<file path="src/rtl/light_interlock_pkg.sv">
package light_interlock_pkg;
  localparam int LANES = 4;
  localparam int CNT_W = 8;

  // Tick count actually required; zero is treated as one.
  function automatic logic [CNT_W-1:0] qual_target(input logic [CNT_W-1:0] q);
    return (q == '0) ? {{(CNT_W-1){1'b0}}, 1'b1} : q;
  endfunction

  // True when the tick now arriving completes qualification.
  function automatic logic tick_completes(input logic [CNT_W-1:0] cnt,
                                          input logic [CNT_W-1:0] q);
    logic [CNT_W:0] nxt;
    nxt = {1'b0, cnt} + 1'b1;
    return nxt >= {1'b0, qual_target(q)};
  endfunction
endpackage

</file>
<file path="src/rtl/li_sync2.sv">
module li_sync2 #(
  parameter int W = 4
) (
  input  logic         clk,
  input  logic         rst_n,
  input  logic [W-1:0] d_async,
  output logic [W-1:0] d_sync
);
  logic [W-1:0] stage1;

  always_ff @(posedge clk or negedge rst_n) begin
    if (!rst_n) begin
      stage1 <= '0;
      d_sync <= '0;
    end else begin
      stage1 <= d_async;
      d_sync <= stage1;
    end
  end
endmodule

</file>
<file path="src/rtl/li_lane_qual.sv">
module li_lane_qual
  import light_interlock_pkg::*;
(
  input  logic             clk,
  input  logic             rst_n,
  input  logic             det,
  input  logic             tick,
  input  logic [CNT_W-1:0] qual_ticks,
  output logic             qualified
);
  logic [CNT_W-1:0] cnt;
  logic             done_now;

  assign done_now = tick && det && !qualified && tick_completes(cnt, qual_ticks);

  always_ff @(posedge clk or negedge rst_n) begin
    if (!rst_n) begin
      cnt       <= '0;
      qualified <= 1'b0;
    end else if (!det) begin
      cnt       <= '0;
      qualified <= 1'b0;
    end else if (done_now) begin
      qualified <= 1'b1;
    end else if (tick && !qualified) begin
      cnt <= cnt + 1'b1;
    end
  end


  loss_clears_chk: assert property (@(posedge clk) disable iff (!rst_n)
    !det |=> !qualified);

  count_restart_chk: assert property (@(posedge clk) disable iff (!rst_n)
    !det |=> cnt == '0);

  rise_needs_tick_chk: assert property (@(posedge clk) disable iff (!rst_n)
    $rose(qualified) |-> $past(tick) && $past(det));
endmodule

</file>
<file path="src/rtl/light_interlock.sv">
module light_interlock
  import light_interlock_pkg::*;
(
  input  logic             clk,
  input  logic             rst_n,
  input  logic [LANES-1:0] light_raw,
  input  logic             ms_tick,
  input  logic [CNT_W-1:0] qual_ticks,
  output logic [LANES-1:0] present_n,
  output logic             all_present
);
  logic [LANES-1:0] det_sync;
  logic [LANES-1:0] lane_ok;

  li_sync2 #(.W(LANES)) u_sync (
    .clk    (clk),
    .rst_n  (rst_n),
    .d_async(light_raw),
    .d_sync (det_sync)
  );

  for (genvar i = 0; i < LANES; i++) begin : g_lane
    li_lane_qual u_q (
      .clk       (clk),
      .rst_n     (rst_n),
      .det       (det_sync[i]),
      .tick      (ms_tick),
      .qual_ticks(qual_ticks),
      .qualified (lane_ok[i])
    );
  end

  assign all_present = &lane_ok;
  assign present_n   = ~({LANES{all_present}} & lane_ok);


  always_ff @(posedge clk) begin
    if (!rst_n) begin
      reset_safe_chk: assert (&present_n && !all_present);
    end
  end

  summary_low_chk: assert property (@(posedge clk) disable iff (!rst_n)
    all_present |-> present_n == '0);

  partial_high_chk: assert property (@(posedge clk) disable iff (!rst_n)
    !all_present |-> &present_n);

  dark_lane_chk: assert property (@(posedge clk) disable iff (!rst_n)
    (det_sync != '1) |=> &present_n);
endmodule

</file>
<file path="config.mk">
export PLATFORM = sky130hd
export DESIGN_NAME = light_interlock
export DESIGN_NICKNAME = d
export VERILOG_FILES = /design/src/rtl/light_interlock_pkg.sv /design/src/rtl/li_sync2.sv /design/src/rtl/li_lane_qual.sv /design/src/rtl/light_interlock.sv
export SDC_FILE = /design/constraint.sdc
export NUM_CORES = 1
export LEC_CHECK = 0
export ABC_CLOCK_PERIOD_IN_PS = 4400
export BUFFER_PORTS_ARGS = -buffer_cell sky130_fd_sc_hd__buf_2
export CELL_PAD_IN_SITES_DETAIL_PLACEMENT = 2
export CELL_PAD_IN_SITES_GLOBAL_PLACEMENT = 2
export CORE_MARGIN = 2
export CORE_UTILIZATION = 31
export DETAILED_ROUTE_END_ITERATION = 8
export GPL_ROUTABILITY_DRIVEN = 0
export GPL_TIMING_DRIVEN = 0
export MAX_ROUTING_LAYER = met4
export PLACE_DENSITY = 0.66
export SYNTH_ARGS = -nofsm -noshare
export SYNTH_HDL_FRONTEND = slang
export SYNTH_SLANG_ARGS = --single-unit
</file>
<file path="constraint.sdc">
create_clock -name clk -period 4.4 [get_ports clk]
set_input_delay 0.44 -clock clk [delete_from_list [all_inputs] [get_ports clk]]
set_output_delay 0.44 -clock clk [all_outputs]
set_load 0.005 [all_outputs]
</file>
# Word-level counts from Yosys, hierarchy flattened
# Cells that the tools add are included.
# totals
out_inout_bits,5
regBits,44
wordCells,83
in_bits,15
# op_classes
add_sub_neg,8
n_bitwise,2
muxes,21
magnitude_cmp,4
eq_ne,12
n_reduce_logical,26
# ops
cell,n
2-to-1 mux 8 bit,13
adder 8 x 1 -> 9 bit (second input constant),4
greater-or-equal comparator 9 x 8 -> 1 bit,4
adder 8 x 1 -> 8 bit (second input constant),4
logical AND 1 bit,16
!= test 2 x 1 -> 1 bit (second input constant),8
logical NOT 8 bit,1
2-to-1 mux 1 bit,8
!= test 2 bit (second input constant),4
AND reduction 2 bit,4
bitwise AND 4 bit,1
logical NOT 1 bit,4
inverter 4 bit,1
AND reduction 4 bit,1

# Longest topological paths before layout
# logic_depth
depth_word,6
ltp_mapped,12
ltp_nobuf,11

# Modules after synthesis
# Synthesis repeated with hierarchy kept, for this count alone.
# hier_totals
cells_unflattened,381
hier_area_um2,3463.3
# modules_own_cells
mod,instances,seq_area_each_um2,area_per_inst_um2,cells_each
li_lane_qual at g_lane[0].u_q ...,3,225.2,807.0,92
li_lane_qual at g_lane[3].u_q,1,225.2,808.3,92
li_sync2,1,200.2,200.2,8
light_interlock,1,0.0,33.8,5

# Least setup slack after synthesis
# No wires, ideal clock.
# synth_timing
path_kind,reg2reg
startpoint,register g_lane[1].u_q.cnt[0]
endpoint,register g_lane[1].u_q.cnt[6]
path_buffers,1
required_time_ps,4323
stages_incl_launch_ff,13
period_less_slack_ps,2773
setup_time_ps,77
arrival_time_ps,2695
slack_ps,1627
path_cell_list,dfrtp_1 > ha_1 > nand3_1 > or2_2 > xnor2_1 > ha_1 > a211oi_1 > nand2_1 > a31oi_1 > o21ai_1 > buf_2 > or3_1 > a21oi_1
# synth_via
elab_chain_len,5
elab_cells_between_ends,9
classes_between,add/sub (2); order compare (1); eq/ne (1); mux (3); reduce/logical (2)
# synth_lines
item,line,source
from (decl),li_lane_qual.sv:11,logic [CNT_W-1:0] cnt;
from (signal assigned),li_lane_qual.sv:26,cnt <= cnt + 1'b1;
adder 8 x 1 -> 9 bit,light_interlock_pkg.sv:14,"nxt = {1'b0, cnt} + 1'b1;"
greater-or-equal comparator 9 x 8 -> 1 bit,light_interlock_pkg.sv:15,"return nxt >= {1'b0, qual_target(q)};"
logical AND 1 bit,li_lane_qual.sv:14,"assign done_now = tick && det && !qualified && tick_completes(cnt, qual_ticks);"
!= test 2 bit (no line),-,
AND reduction 2 bit (no line),-,
# Parallel ways exist; a longest one is shown, timed or not. The select of a mux whose other input is x is not followed.
# A chain may end at the register's enable or synchronous reset.

# Worst setup path in the final report
# Same ends and word-level chain as after synthesis.

==> results_dict.tcl <==
set metrics [dict create \
    rows 36 \
    ys_seq_area_frac 0.357 \
    slew_headroom 0.280 \
    dp_hpwl_mm 5.88 \
    setup_viol 0 \
    fin_nets 395 \
    grtUsageTotal 0.159 \
    synth_compound_area_frac 0.120 \
    min_to "u_sync.stage1[1]" \
    max-clock-path-buffers 2 \
    die_x_um 104 \
    p_leak_nw 1.73 \
    hold_slack_ps 235 \
    wl_per_cell_um 16.0 \
    cts.sinks 44 \
    hold_viol 0 \
    start_util 0.317 \
    crit_path_end_kind "flip-flop" \
    tns_ps 0 \
    synth_area_mm2 0.00308 \
    fin_skew_ps 4.56 \
    reg2reg_from "g_lane[1].u_q.cnt[0]" \
    numCtsBuffers 5 \
    coreArea_mm2 0.00973 \
    drt_wl_total_mm 7.64 \
    ir_drop_mv 0.111 \
    grt_pass1_vias 2710 \
    synth_fa_ha_area_frac 0.146 \
    start_kind "flip-flop" \
    critPathArrivalTime_ps 3480 \
    diodes 0 \
    crit_type "reg2reg" \
    yosysTopAreaCellShare 0.357 \
    worst_pin_slew_ps 1080 \
    cts_tree "yes" \
    drt_iter0_drc 75 \
    die_height_um 104 \
    grt_overflow 0 \
    die_area_mm2 0.0108 \
    io_pins 20 \
    most-common-layout-cells "dfrtp_1 (44), ha_1 (36), xor2_1 (25), nand2_1 (25), a21oi_1 (21)" \
    synth_edf_count 0 \
    synthesis.nets 369 \
    finalCritPeriodShare 0.738 \
    hp-class "in2reg" \
    cts_hold_buf 0 \
    layout-drive-gt1-share 0.113 \
    htree_num_levels 2 \
    drc 0 \
    clockRootBuffer "clkbuf_8" \
    dr.pass1.iters 4 \
    netlist_instances 318 \
    utilization 0.353 \
    yosys_warnings 0 \
    rsz0062_at_grt "no" \
    rr_worst_depth 12 \
    synth.area.mux_share 0.0130 \
    grt_pass1_wl_mm 13.5 \
    vias 2436 \
    fillers 1111 \
    min-delay-start "light_raw[1]" \
    cts_resized 0 \
    post-cts-setup-buffer-count 0 \
    synth_top_cells_by_area "dfrtp_1 (36%), ha_1 (15%), xor2_1 (7.1%), xnor2_1 (4.8%), a21oi_1 (3.4%)" \
    yosys.area_share.simple 0.224 \
    via_per_inst 5.10 \
    multi_input_area_mm2 0.00192 \
    r2r_setup_slack_ps 1150 \
    r2r_end "g_lane[1].u_q.cnt[6]" \
    synth_seq_cells 44 \
    ant_nets 0 \
    synth.distinct_cells 40 \
    antenna_found_initial 0 \
    synth_top_area_cell "dfrtp_1" \
    clock.fmax_ghz 0.308 \
    io_buffers 19 \
    grt_max_degree 45 \
    clk_latency_ps 300 \
    layout_commonest_cell "dfrtp_1" \
    yosys.area_share.xor_xnor 0.119 \
    whs_path_depth 1 \
    ys.flop_type "dfrtp_1" \
    async_flop_share 1.00 \
    area_growth_pct 11.5 \
    synth_top_family_by_area "simple AND/OR/NAND/NOR gates" \
    max_cap_viol_count 0 \
    power.density_mw_per_mm2 235 \
    cts.reportedPaths.clkPinSlew_ps 90 \
    register_area_mm2 0.00110 \
    path_max_fanout 10 \
    slew_viol_final 0 \
    min_period_ps 3250 \
    avgSynthCellArea_um2 9.69 \
    required_ps 4630 \
    status "finished clean" \
]
==> cells in the mapped netlist (all sizes together) (3+ instances only) <==
cell / n
a311oi: 3
nand3: 19
and4: 3
nor2b: 5
dfrtp: 44
a21oi: 21
mux2i: 4
inv: 14
and2: 16
ha: 36
nor2: 10
and3: 14
xor2: 25
o21a: 4
nand2b: 5
or3: 5
o21ai: 16
nand2: 26
nand4: 9
o22ai: 3
xnor2: 17
==> report_power, final <==
part / internal [mW] / total [mW] / leakage (nW) / switching (mW)
logic: 0.0395 / 0.105 / 1.09 / 0.0657
clock network: 0.126 / 0.275 / 0.0510 / 0.149
registers: 0.416 / 0.429 / 0.590 / 0.0131
==> area by class of cell <==
| class | count | share of cell area |
|---|---|---|
| Buffer | 3 | 0.00364 |
| Clock buffer | 6 | 0.0240 |
| Clock inverter | 2 | 0.00291 |
| Inverter | 14 | 0.0153 |
| Multi-Input combinational cell | 257 | 0.558 |
| Sequential cell | 44 | 0.320 |
| Tap cell | 133 | 0.0484 |
| Timing Repair Buffer | 19 | 0.0277 |
==> sequential cells by signal (all words and copies together), names as in the netlist <==
| register | count |
|---|---|
| g_lane.u_q.qualified | 4 |
| g_lane.u_q.cnt | 32 |
| u_sync.d_sync | 4 |
| u_sync.stage1 | 4 |
==> how the worst max path moves through the flow <==
stage                                     from              endpoint  slack [ps]
after floorplan           g_lane[1].u_q.cnt[0]  g_lane[1].u_q.cnt[6]        1630
after global placement    g_lane[1].u_q.cnt[0]  g_lane[1].u_q.cnt[6]        1210
after detailed placement  g_lane[1].u_q.cnt[0]  g_lane[1].u_q.cnt[6]        1210
after CTS                 g_lane[1].u_q.cnt[0]  g_lane[1].u_q.cnt[6]        1110
after global routing      g_lane[1].u_q.cnt[0]  g_lane[1].u_q.cnt[6]         820
final                     g_lane[1].u_q.cnt[0]  g_lane[1].u_q.cnt[6]        1150
==> worst max-delay path, stage by stage, from the launching register on <==
cell and delay [ps]:
dfrtp_1 440, ha_1 250, nand3_1 190, or2_2 370
xnor2_1 140, ha_1 320, a211oi_1 270, nand2_1 90
a31oi_1 260, o21ai_1 170, buf_2 220, or3_1 310
a21oi_1 140
==> per-layer routing <==
layer | vias to the layer above | part of all wire | global-route usage | wire length [µm]
met2 | 27 | 0.50 | 0.270 | 3830
li1 | 1181 | - | - | -
met5 | - | 0 | - | 0
met3 | 8 | 0.025 | 0.0233 | 190
met1 | 1220 | 0.46 | 0.200 | 3550
met4 | 0 | 0.0092 | 0.0376 | 70
==> cell families (layout without fill, tap and decap cells) <==
group	Yosys count	count (layout)
AND/OR/NAND/NOR	121	121
multiplexers	4	4
buffers and inverters	17	44
XOR/XNOR	42	42
flip-flops	44	44
adder cells (fa/ha/maj)	36	36
AO/OA/AOI/OAI	54	54
==> stage by stage <==
stage                     total power [mW]  instances  setup WS, ps  instance area (µm²)
after floorplan                      0.499        318          1630                 3080
after global placement               0.539        470          1210                 3340
after detailed placement             0.545        470          1210                 3340
after CTS                            0.832        478          1110                 3440
after global routing                 0.860        478           819                 3440
final                                0.809        478          1150                 3440
No activity file was read; power rests on OpenSTA's default activity.
